$ cat src/rtl/flash_poll_pkg.sv
package flash_poll_pkg;

    // Status bit positions that the device drives during an embedded operation
    localparam int STAT_BIT = 7;
    localparam int TOG_BIT  = 6;

    typedef enum logic [1:0] {
        ST_IDLE     = 2'd0,
        ST_WAIT_CMD = 2'd1,
        ST_STATUS   = 2'd2,
        ST_CONFIRM  = 2'd3
    } poll_state_e;

    typedef enum logic {
        OP_PROGRAM = 1'b0,
        OP_ERASE   = 1'b1
    } op_kind_e;

    typedef enum logic {
        DET_DATA   = 1'b0,
        DET_TOGGLE = 1'b1
    } det_kind_e;

    typedef struct packed {
        op_kind_e  op;
        det_kind_e det;
    } job_cfg_t;

    // Bit-7 completion rule for data polling
    function automatic logic stat_settled(op_kind_e op, logic rd7, logic exp7);
        return (op == OP_ERASE) ? rd7 : (rd7 == exp7);
    endfunction

endpackage

$ cat src/rtl/flash_poll_detect.sv
module flash_poll_detect
    import flash_poll_pkg::*;
(
    input  job_cfg_t cfg,
    input  logic     rd_stat,
    input  logic     rd_tog,
    input  logic     exp_stat,
    input  logic     prev_tog,
    input  logic     have_prev,
    output logic     complete
);
    logic data_hit;
    logic tog_hit;

    always_comb begin
        data_hit = stat_settled(cfg.op, rd_stat, exp_stat);
        tog_hit  = have_prev && (rd_tog == prev_tog);
        complete = (cfg.det == DET_TOGGLE) ? tog_hit : data_hit;
    end
endmodule

$ cat src/rtl/flash_poll_budget.sv
module flash_poll_budget #(
    parameter int CW = 16
) (
    input  logic          clk,
    input  logic          rst,
    input  logic          clr,
    input  logic          step,
    input  logic [CW-1:0] limit,
    output logic          last
);
    logic [CW-1:0] used_q;
    logic [CW:0]   next_used;

    assign next_used = {1'b0, used_q} + {{CW{1'b0}}, 1'b1};
    // A zero limit behaves as a limit of one
    assign last      = next_used >= {1'b0, limit};

    always_ff @(posedge clk) begin
        if (rst || clr) begin
            used_q <= '0;
        end else if (step) begin
            used_q <= next_used[CW-1:0];
        end
    end
endmodule

$ cat src/rtl/flash_poll_ctrl.sv
module flash_poll_ctrl
    import flash_poll_pkg::*;
#(
    parameter int DW = 8,
    parameter int AW = 16,
    parameter int CW = 16
) (
    input  logic          clk,
    input  logic          rst,
    input  logic          start,
    input  logic          op_erase,
    input  logic          use_toggle,
    input  logic [DW-1:0] exp_data,
    input  logic [AW-1:0] poll_addr,
    input  logic [CW-1:0] max_polls,
    input  logic          cmd_wr_done,
    output logic          rd_req,
    output logic [AW-1:0] rd_addr,
    input  logic          rd_ack,
    input  logic [DW-1:0] rd_data,
    output logic          busy,
    output logic          done,
    output logic          error,
    output logic [DW-1:0] result
);
    poll_state_e   state_q;
    job_cfg_t      cfg_q;
    logic [DW-1:0] exp_q;
    logic [AW-1:0] addr_q;
    logic [CW-1:0] max_q;
    logic          prev_tog_q;
    logic          have_prev_q;
    logic          complete;
    logic          budget_last;
    logic          accept;
    logic          status_step;

    assign accept      = (state_q == ST_IDLE) && start;
    assign status_step = (state_q == ST_STATUS) && rd_ack;

    flash_poll_detect u_detect (
        .cfg       (cfg_q),
        .rd_stat   (rd_data[STAT_BIT]),
        .rd_tog    (rd_data[TOG_BIT]),
        .exp_stat  (exp_q[STAT_BIT]),
        .prev_tog  (prev_tog_q),
        .have_prev (have_prev_q),
        .complete  (complete)
    );

    flash_poll_budget #(.CW(CW)) u_budget (
        .clk   (clk),
        .rst   (rst),
        .clr   (accept),
        .step  (status_step),
        .limit (max_q),
        .last  (budget_last)
    );

    always_ff @(posedge clk) begin
        if (rst) begin
            state_q     <= ST_IDLE;
            cfg_q       <= '{op: OP_PROGRAM, det: DET_DATA};
            exp_q       <= '0;
            addr_q      <= '0;
            max_q       <= '0;
            prev_tog_q  <= 1'b0;
            have_prev_q <= 1'b0;
            done        <= 1'b0;
            error       <= 1'b0;
            result      <= '0;
        end else begin
            done <= 1'b0;
            case (state_q)
                ST_IDLE: begin
                    if (start) begin
                        cfg_q.op    <= op_kind_e'(op_erase);
                        cfg_q.det   <= det_kind_e'(use_toggle);
                        exp_q       <= exp_data;
                        addr_q      <= poll_addr;
                        max_q       <= max_polls;
                        have_prev_q <= 1'b0;
                        error       <= 1'b0;
                        state_q     <= ST_WAIT_CMD;
                    end
                end
                ST_WAIT_CMD: begin
                    if (cmd_wr_done) begin
                        state_q <= ST_STATUS;
                    end
                end
                ST_STATUS: begin
                    if (rd_ack) begin
                        prev_tog_q  <= rd_data[TOG_BIT];
                        have_prev_q <= 1'b1;
                        if (complete) begin
                            state_q <= ST_CONFIRM;
                        end else if (budget_last) begin
                            error   <= 1'b1;
                            done    <= 1'b1;
                            state_q <= ST_IDLE;
                        end
                    end
                end
                ST_CONFIRM: begin
                    if (rd_ack) begin
                        result  <= rd_data;
                        error   <= (cfg_q.op == OP_PROGRAM) && (rd_data != exp_q);
                        done    <= 1'b1;
                        state_q <= ST_IDLE;
                    end
                end
                default: state_q <= ST_IDLE;
            endcase
        end
    end

    assign busy    = (state_q != ST_IDLE);
    assign rd_req  = (state_q == ST_STATUS) || (state_q == ST_CONFIRM);
    assign rd_addr = addr_q;

endmodule

$ cat config.mk
export PLATFORM = sky130hd
export DESIGN_NAME = flash_poll_ctrl
export DESIGN_NICKNAME = d
export VERILOG_FILES = /design/src/rtl/flash_poll_pkg.sv /design/src/rtl/flash_poll_detect.sv /design/src/rtl/flash_poll_budget.sv /design/src/rtl/flash_poll_ctrl.sv
export SDC_FILE = /design/constraint.sdc
export NUM_CORES = 1
export LEC_CHECK = 0
export ABC_CLOCK_PERIOD_IN_PS = 4750
export BUFFER_PORTS_ARGS = -buffer_cell sky130_fd_sc_hd__buf_4
export CAP_MARGIN = 20
export CELL_PAD_IN_SITES_DETAIL_PLACEMENT = 0
export CELL_PAD_IN_SITES_GLOBAL_PLACEMENT = 1
export CORE_ASPECT_RATIO = 1.75
export CORE_MARGIN = 3
export CORE_UTILIZATION = 30
export DETAILED_ROUTE_END_ITERATION = 8
export PLACE_DENSITY = 0.71
export SYNTH_ARGS = -nofsm -noshare
export SYNTH_HDL_FRONTEND = slang
export SYNTH_SLANG_ARGS = --single-unit
$ cat constraint.sdc
create_clock -name clk -period 4.75 [get_ports clk]
set_input_delay 0 -clock clk [delete_from_list [all_inputs] [get_ports clk]]
set_output_delay 0 -clock clk [all_outputs]
set_load 0.1 [all_outputs]
==> results.cfg, run 1 <==
[worst_setup_path]
end_kind = flop
setup.reg_to_reg.worst_slack_ns = 1.37
critPathRequiredTime_ns = 4.95
worst_r2r_startpoint = u_budget.used_q[0]
critical_path.reg2reg.endpoint = done
critical_path_peak_fanout = 6
setup.worst_path.start_class = flop
worst_path_arrival_time_ns = 3.57
worst_r2r_path_depth = 13
crit_type = reg2reg

[floorplan]
top_level_ports = 83
floorplan.die.height_um = 147
floorplan.initialDensity = 0.313
fp.dieW_um = 86.5
core_area_um2 = 10900
standard_cell_row_count = 50
die_area_um2 = 12700

[sta]
post-route-worst-setup-slack_ns = 1.37
hold_viol = 0
clock_skew_ns = 0.00297
report.final.slew_viol_count = 0
worst_slew_pin_slew_ns = 1.05
fmax_mhz = 296
rsz0062_at_grt = no
final-setup-viol-count = 0
fin_tns_setup_ns = 0
timing.final.crit_share = 0.711
timing.slew.headroom = 0.296
min_period_ns = 3.38

[route]
routedWlPerCell_um = 13.9
final_ant_viol_nets = 0
drt-pass1-iter-count = 4
drt-vias-per-instance = 4.78
drt-total-wl_um = 9590
count_of_vias_placed_by_the_detailed_router = 3306
drt_first_iter_violations = 145
drt_drc_violations_left = 0

[hold_path]
holdCritStartpoint = rd_ack
timing.hold.worst.class = in2reg
timing.hold.worst_path_depth = 4
hold-path-endpoint = state_q[0]

[grt]
antenna_found_initial = 0
first_pass_grt_wire_length_um = 15800
pin_count_of_the_biggest_net_entering_global_routing = 58
via_count_of_the_first_global_routing_pass = 3372
gr-total-overflow = 0
grt_util_all_layers = 0.158

[cells_and_area]
final_nets = 630
final_cell_mix = sky130_fd_sc_hd__nand2_1, sky130_fd_sc_hd__buf_4, sky130_fd_sc_hd__dfxtp_1
antenna_cells = 0
fin_util = 0.450
final_layout_size_suffix_gt1_frac = 0.181
layout.cell_area.non_filler_um2 = 4900
n_fill_cell = 1101
final_common_cell = sky130_fd_sc_hd__nand2_1
area_growth_from_synthesis_to_layout_pct = 44.0

[clock_tree]
cts.sinks = 72
worst_skew_pair.late_latency_ns = 0.33
htree_levels = 3
cts-buffers-inserted = 9
tritoncts = built
count_of_instances_resized_after_the_clock_tree_is_built = 0
clk_transition_reported_paths_ns = 0.06
max-clock-path-buffers = 2
root_buffer_master = sky130_fd_sc_hd__clkbuf_16

[pwr]
power_per_cell_area_nw_per_um2 = 340
power.ir.vdd_worst_mv = 0.224
p_leak_nw = 2.04

[synthesis]
share_of_the_yosys_chip_area_belonging_to_registers = 0.424
ys_warn_count = 0
synth_nets = 512
synth-edff-count = 0
netlist-cell-type-count = 38
ys_seq_elements = 72
netlist_instances = 440
syn-mean-instance-area_um2 = 7.73
dominantRegCellSynth = sky130_fd_sc_hd__dfxtp_1
syn-cell-area_um2 = 3400
async_flop_share = 0

[placed_design]
routabilityCongestion = 0.835
placement.cell_area_um2 = 4090
port_buffers = 82
dp_slack_ns = 1.39
place.detailed.hpwl_um = 6490

[flow_run]
cap_viol_max_count = 0

[outcome]
outcome = complete, no violations
[cells in the mapped netlist, types with 6 or more instances]
cell type | instances | share of area
sky130_fd_sc_hd__a21oi_1 | 64 | 0.094
sky130_fd_sc_hd__nand4_1 | 6 | 0.011
sky130_fd_sc_hd__clkbuf_1 | 23 | 0.025
sky130_fd_sc_hd__xnor2_1 | 15 | 0.039
sky130_fd_sc_hd__nand2_1 | 115 | 0.13
sky130_fd_sc_hd__inv_1 | 22 | 0.024
sky130_fd_sc_hd__or3_1 | 6 | 0.011
sky130_fd_sc_hd__xor2_1 | 18 | 0.046
sky130_fd_sc_hd__nor2_1 | 27 | 0.030
sky130_fd_sc_hd__nand3_1 | 10 | 0.015
sky130_fd_sc_hd__ha_1 | 17 | 0.062
sky130_fd_sc_hd__o21ai_0 | 9 | 0.013
sky130_fd_sc_hd__dfxtp_1 | 72 | 0.42
[cells by family (layout without fill, tap and decap cells)]
logic type,count (synthesis),after routing,synth area share
buffers and inverters,48,170,0.0540
DFF,72,72,0.424
adders and majority gates,17,17,0.0625
AOI/OAI and AO/OA,86,86,0.138
xor gates and xnor gates,33,33,0.0849
and+or+nand+nor,184,184,0.237
[worst max-delay path: stages (launching register included)]
cell and delay, ns:
sky130_fd_sc_hd__dfxtp_1 0.42, sky130_fd_sc_hd__ha_1 0.25, sky130_fd_sc_hd__nand3_2 0.14, sky130_fd_sc_hd__or2_0 0.39
sky130_fd_sc_hd__nor2b_1 0.31, sky130_fd_sc_hd__nand3_1 0.13, sky130_fd_sc_hd__xnor2_1 0.15, sky130_fd_sc_hd__ha_1 0.29
sky130_fd_sc_hd__nand3_1 0.11, sky130_fd_sc_hd__nor4_1 0.07, sky130_fd_sc_hd__a221o_1 0.36, sky130_fd_sc_hd__nor4b_1 0.31
sky130_fd_sc_hd__a211oi_1 0.14, sky130_fd_sc_hd__nor2b_1 0.16
[final cells by class]
cell class                      instances  area [µm²]  area share
Multi-Input combinational cell        320        1790       0.364
Sequential cell                        72        1440       0.294
Timing Repair Buffer                  133        1130       0.230
Clock buffer                           12         236      0.0482
Tap cell                              130         163      0.0332
Inverter                               22        82.6      0.0168
Clock inverter                          3        67.6      0.0138
[routing by layer]
| layer | wire [µm] | track usage | vias up |
|---|---|---|---|
| met5 | 0 | 0 | - |
| met3 | 329 | 0.0331 | 21 |
| li1 | - | - | 1683 |
| met1 | 3690 | 0.161 | 1530 |
| met4 | 279 | 0.0749 | 0 |
| met2 | 5300 | 0.295 | 72 |
[through the flow]
| stage | instances | hold slack (ns) | total power, mW |
|---|---|---|---|
| floorplan | 440 | 0.136 | 0.855 |
| global placement | 626 | 0.247 | 0.942 |
| detailed placement | 626 | 0.256 | 0.945 |
| CTS | 692 | 0.115 | 1.69 |
| global route | 692 | 0.150 | 1.74 |
| finish | 692 | 0.127 | 1.67 |
[power breakdown]
part           switching [mW]  leakage [nW]  internal (mW)
Sequential             0.0193         0.587          0.633
Clock                   0.245         0.143          0.457
Combinational           0.200          1.31          0.112
[flip-flops by register name (all words and copies together), names as in the netlist]
| name | count |
|---|---|
| max_q | 16 |
| rd_addr | 16 |
| u_budget.used_q | 16 |
| exp_q | 8 |
| result | 8 |
| cfg_q | 2 |
| state_q | 2 |
| done | 1 |
| error | 1 |
| have_prev_q | 1 |
| prev_tog_q | 1 |
[repair_timing]
item / in CTS / in global routing
hold endpoints to repair: 52 / 0
setup endpoints to repair: 0 / 0
setup buffers: 0 / 0
hold buffers: 51 / 0
[how the worst max path moves through the flow]
stage,startpoint,endpoint,slack (ns),cells past startpoint
floorplan,u_budget.used_q[0],done,1.75,14
global placement,u_budget.used_q[0],done,1.53,13
detailed placement,u_budget.used_q[0],done,1.39,13
CTS,u_budget.used_q[0],done,1.36,13
global route,u_budget.used_q[0],state_q[1],1.07,13
finish,u_budget.used_q[0],done,1.37,13
Note: power is estimated with default switching activity, not from simulation.
==> inputs of run 2 (changes only) <==
Settings changed: ABC_CLOCK_PERIOD_IN_PS 4750 to 3100, PLACE_DENSITY 0.71 to 0.73.
Clock period 4.75 ns to 3.1 ns, I/O delays scaled along.
==> results.cfg, run 2 (same netlist as run 1, synthesis figures left out) <==
[cells_and_area]
antenna_cells = 0
final_common_cell = sky130_fd_sc_hd__nand2_1
area_growth_from_synthesis_to_layout_pct = 46.2
final_nets = 639
final-seq-area_um2 = 1440
instances_no_fill = 702
final_cell_mix = sky130_fd_sc_hd__nand2_1, sky130_fd_sc_hd__buf_4, sky130_fd_sc_hd__dfxtp_1
final_layout_size_suffix_gt1_frac = 0.212
n_fill_cell = 1091
multi_input_logic_area_um2 = 1810

[clock_tree]
tritoncts = built
root_buffer_master = sky130_fd_sc_hd__clkbuf_16
cts-buffers-inserted = 9
clk_transition_reported_paths_ns = 0.06
worst_skew_pair.late_latency_ns = 0.33
max-clock-path-buffers = 2
htree_levels = 3
cts.sinks = 72
cts.repair_timing.setup_buffer_count = 0

[sta]
clock_skew_ns = 0.00454
worst_slew_pin_slew_ns = 0.592
report.final.slew_viol_count = 0
timing.slew.headroom = 0.605
hold_viol = 0
post-route-worst-setup-slack_ns = 0.125
final-setup-viol-count = 0
timing.final.crit_share = 0.960
min_period_ns = 2.97
fmax_mhz = 336

[floorplan]
die_area_um2 = 12700
floorplan.initialDensity = 0.313
core_area_um2 = 10900
top_level_ports = 83
floorplan.die.height_um = 147
standard_cell_row_count = 50
fp.dieW_um = 86.5

[worst_setup_path]
critPathRequiredTime_ns = 3.30
critical_path.reg2reg.endpoint = done
worst_r2r_path_depth = 13
setup.reg_to_reg.worst_slack_ns = 0.13
worst_r2r_startpoint = u_budget.used_q[1]
worst_path_arrival_time_ns = 3.17
end_kind = flop
crit_type = reg2reg
setup.worst_path.start_class = flop
critical_path_peak_fanout = 5

[placed_design]
routabilityCongestion = 0.796
dp.cells = 635
dp_slack_ns = 0.0950
port_buffers = 82
place.detailed.hpwl_um = 6370

[grt]
via_count_of_the_first_global_routing_pass = 3212
grt_util_all_layers = 0.151
first_pass_grt_wire_length_um = 15200
pin_count_of_the_biggest_net_entering_global_routing = 58
antenna_found_initial = 0
gr-total-overflow = 0

[hold_path]
holdCritStartpoint = rd_ack
timing.hold.worst_path_depth = 4
hold-path-endpoint = state_q[0]
timing.hold.worst.class = in2reg

[route]
routedWlPerCell_um = 13.1
count_of_vias_placed_by_the_detailed_router = 3301
drt-vias-per-instance = 4.70
final_ant_viol_nets = 0
drt_drc_violations_left = 0
drt_first_iter_violations = 128
drt-pass1-iter-count = 4
drt-total-wl_um = 9200

[pwr]
power.combinational.fraction = 0.198
power_per_cell_area_nw_per_um2 = 495
clkPwrFrac = 0.397
p_seq_frac = 0.406
power.ir.vdd_worst_mv = 0.392
power_report.internal_total_mw = 1.73
p_leak_nw = 2.09
switchingPower_mw = 0.732
sw_frac_of_total = 0.297
finalPower_mw = 2.46

[outcome]
outcome = complete, no violations

[flow_run]
cap_viol_max_count = 0
[run 2: worst max-delay path by stage]
stage / start / to
2_1_floorplan: u_budget.used_q[0] / done
6_report: u_budget.used_q[1] / done
3_3_place_gp: u_budget.used_q[1] / done
3_5_place_dp: u_budget.used_q[1] / done
4_1_cts: u_budget.used_q[1] / done
5_1_grt: u_budget.used_q[0] / done
[run 2: power groups by stage]
stage	clock network, mW	logic [mW]	registers, mW
final	0.978	0.486	0.999
after global routing	1.04	0.527	1.00
after CTS	1.00	0.486	0.999
after detailed placement	0	0.434	1.02
after global placement	0	0.431	1.02
after floorplan	0	0.182	1.13
[run 2: final cells by class]
cell class / count / share of cell area
clock buffer: 11 / 0.0508
clock inverter: 5 / 0.00629
inverter: 22 / 0.0166
multi-input combinational: 320 / 0.364
sequential: 72 / 0.290
tap: 130 / 0.0327
timing repair buffer: 142 / 0.240
[run 2: metrics by stage]
step | setup TNS, ns | util | instance area (µm²) | hold WS, ns
finish | 0 | 0.457 | 4980 | 0.118
global route | -0.00580 | 0.457 | 4980 | 0.155
CTS | 0 | 0.455 | 4950 | 0.101
detailed placement | 0 | 0.382 | 4160 | 0.257
global placement | 0 | 0.382 | 4160 | 0.248
floorplan | 0 | - | 3400 | 0.136
[run 2: routing by layer]
metal / up-vias / routed length (µm) / GRT usage
li1: 1703 / - / -
met1: 1519 / 3650 / 0.169
met2: 61 / 4950 / 0.267
met3: 18 / 343 / 0.0325
met4: 0 / 251 / 0.0694
met5: - / 0 / 0
[run 2: critical path, cell delays in order (launching register included)]
cell                       delay [ns]
sky130_fd_sc_hd__dfxtp_1         0.38
sky130_fd_sc_hd__ha_2            0.23
sky130_fd_sc_hd__nand3_2         0.08
sky130_fd_sc_hd__or2_0           0.28
sky130_fd_sc_hd__buf_4           0.17
sky130_fd_sc_hd__nor2_1          0.16
sky130_fd_sc_hd__xor2_1          0.17
sky130_fd_sc_hd__ha_1            0.26
sky130_fd_sc_hd__nand4_1         0.12
sky130_fd_sc_hd__nor4_1          0.06
sky130_fd_sc_hd__a221o_1         0.38
sky130_fd_sc_hd__nor4b_2         0.28
sky130_fd_sc_hd__a211oi_2        0.12
sky130_fd_sc_hd__nor2b_1         0.15
[run 2: what timing repair did]
| action | 4_1_cts | 5_1_grt |
|---|---|---|
| endpoints found under the setup margin | 0 | 3 |
| endpoints found under the hold margin | 52 | 0 |
| gates resized for setup | 0 | 6 |
| hold buffers | 51 | 0 |
==> inputs of run 3 (changes only) <==
Settings changed: ABC_CLOCK_PERIOD_IN_PS 3100 to 3500, PLACE_DENSITY 0.73 to 0.71, SKIP_CTS_REPAIR_TIMING set to 1.
Clock period 3.1 ns to 3.5 ns, I/O delays scaled along.
==> results.cfg, run 3 (same netlist as run 1, synthesis figures left out) <==
[outcome]
outcome = finished, violations left
failed_checks = negative hold slack

[floorplan]
fp.dieW_um = 86.5
standard_cell_row_count = 50
floorplan.initialDensity = 0.313
top_level_ports = 83
floorplan.die.height_um = 147
core_area_um2 = 10900
die_area_um2 = 12700

[pwr]
switchingPower_mw = 0.631
p_seq_frac = 0.397
power_per_cell_area_nw_per_um2 = 455
p_leak_nw = 2.06
power_report.internal_total_mw = 1.60
clkPwrFrac = 0.414
power.combinational.fraction = 0.189
sw_frac_of_total = 0.283
power.ir.vdd_worst_mv = 0.310

[sta]
clock_skew_ns = 0.00579
timing.slew.headroom = 0.325
fin_worst_hold_slack_ns = -0.00594
worst_slew_pin_slew_ns = 1.01
fin_tns_setup_ns = 0
final-setup-viol-count = 0
min_period_ns = 3.19
hold_viol = 1
fmax_mhz = 313
timing.final.crit_share = 0.911
rsz0062_at_grt = no
report.final.slew_viol_count = 0

[grt]
antenna_found_initial = 0
first_pass_grt_wire_length_um = 14700
pin_count_of_the_biggest_net_entering_global_routing = 58
via_count_of_the_first_global_routing_pass = 3204
gr-total-overflow = 0
grt_util_all_layers = 0.148

[clock_tree]
max-clock-path-buffers = 2
htree_levels = 3
worst_skew_pair.late_latency_ns = 0.33
cts.sinks = 72
tritoncts = built
clk_transition_reported_paths_ns = 0.05
root_buffer_master = sky130_fd_sc_hd__clkbuf_16
cts-buffers-inserted = 9

[route]
drt_first_iter_violations = 171
drt-vias-per-instance = 4.72
final_ant_viol_nets = 0
drt_drc_violations_left = 0
drt-pass1-iter-count = 4
count_of_vias_placed_by_the_detailed_router = 3277
drt-total-wl_um = 9440
routedWlPerCell_um = 13.6

[cells_and_area]
final-seq-area_um2 = 1440
n_fill_cell = 1120
antenna_cells = 0
multi_input_logic_area_um2 = 1790
final_common_cell = sky130_fd_sc_hd__nand2_1
final_nets = 632
layout.cell_area.non_filler_um2 = 4910
area_growth_from_synthesis_to_layout_pct = 44.3
final_cell_mix = sky130_fd_sc_hd__nand2_1, sky130_fd_sc_hd__buf_4, sky130_fd_sc_hd__dfxtp_1
final_layout_size_suffix_gt1_frac = 0.189

[placed_design]
placement.cell_area_um2 = 4110
port_buffers = 82
place.detailed.hpwl_um = 6510
routabilityCongestion = 0.850

[worst_setup_path]
end_kind = flop
worst_path_arrival_time_ns = 3.38
critical_path_peak_fanout = 5
setup.worst_path.start_class = flop
crit_type = reg2reg
setup.reg_to_reg.worst_slack_ns = 0.31
critPathRequiredTime_ns = 3.69

[hold_path]
timing.hold.worst.class = in2reg

[flow_run]
cap_viol_max_count = 0
[run 3: power by group through the flow]
| stage | Clock (mW) | Combinational [mW] | Sequential [mW] |
|---|---|---|---|
| after floorplan | 0 | 0.161 | 1.00 |
| after global placement | 0 | 0.378 | 0.902 |
| after detailed placement | 0 | 0.380 | 0.904 |
| after CTS | 0.955 | 0.381 | 0.886 |
| after global routing | 0.991 | 0.457 | 0.891 |
| final | 0.924 | 0.422 | 0.886 |
[run 3: final timing paths]
check          endpoint                from  cells after the start
max                done  u_budget.used_q[0]                     13
max reg2reg        done  u_budget.used_q[0]                     13
min reg2reg   result[7]           result[7]                      2
min          state_q[1]         cmd_wr_done                      3
[run 3: final cells by class]
type	instances	area share
Timing Repair Buffer	135	0.232
Tap cell	130	0.0331
Multi-Input combinational cell	320	0.364
Clock buffer	13	0.0530
Inverter	22	0.0168
Clock inverter	3	0.00815
Sequential cell	72	0.294
[run 3: metal layers]
metal  GRT usage  vias to the layer above  wire, µm
met5           0                        -         0
met4      0.0772                        0       289
met3      0.0398                       21       370
met2       0.264                       74      5080
met1       0.152                     1493      3700
li1            -                     1689         -
[run 3: per-stage QoR]
| stage | std cells | setup WS, ns | total power, mW | hold slack [ns] | utilization |
|---|---|---|---|---|---|
| floorplan | 440 | 0.502 | 1.16 | 0.136 | - |
| global placement | 629 | 0.405 | 1.28 | 0.248 | 0.378 |
| detailed placement | 629 | 0.340 | 1.28 | 0.256 | 0.378 |
| CTS | 645 | 0.303 | 2.22 | -0.0983 | 0.405 |
| global route | 695 | 0.0933 | 2.34 | 0.0492 | 0.451 |
| finish | 695 | 0.310 | 2.23 | -0.00594 | 0.451 |
[run 3: critical path, cell delays in order, from the launching register on]
cell                       delay, ns
sky130_fd_sc_hd__dfxtp_1        0.41
sky130_fd_sc_hd__ha_1           0.25
sky130_fd_sc_hd__nand3_2        0.14
sky130_fd_sc_hd__or2_0          0.29
sky130_fd_sc_hd__nor2b_1        0.27
sky130_fd_sc_hd__nand3_1        0.14
sky130_fd_sc_hd__xnor2_1        0.15
sky130_fd_sc_hd__ha_1           0.29
sky130_fd_sc_hd__nand3_1        0.11
sky130_fd_sc_hd__nor4_1         0.07
sky130_fd_sc_hd__a221o_1        0.36
sky130_fd_sc_hd__nor4b_1        0.28
sky130_fd_sc_hd__a211oi_1       0.13
sky130_fd_sc_hd__nor2b_1        0.16
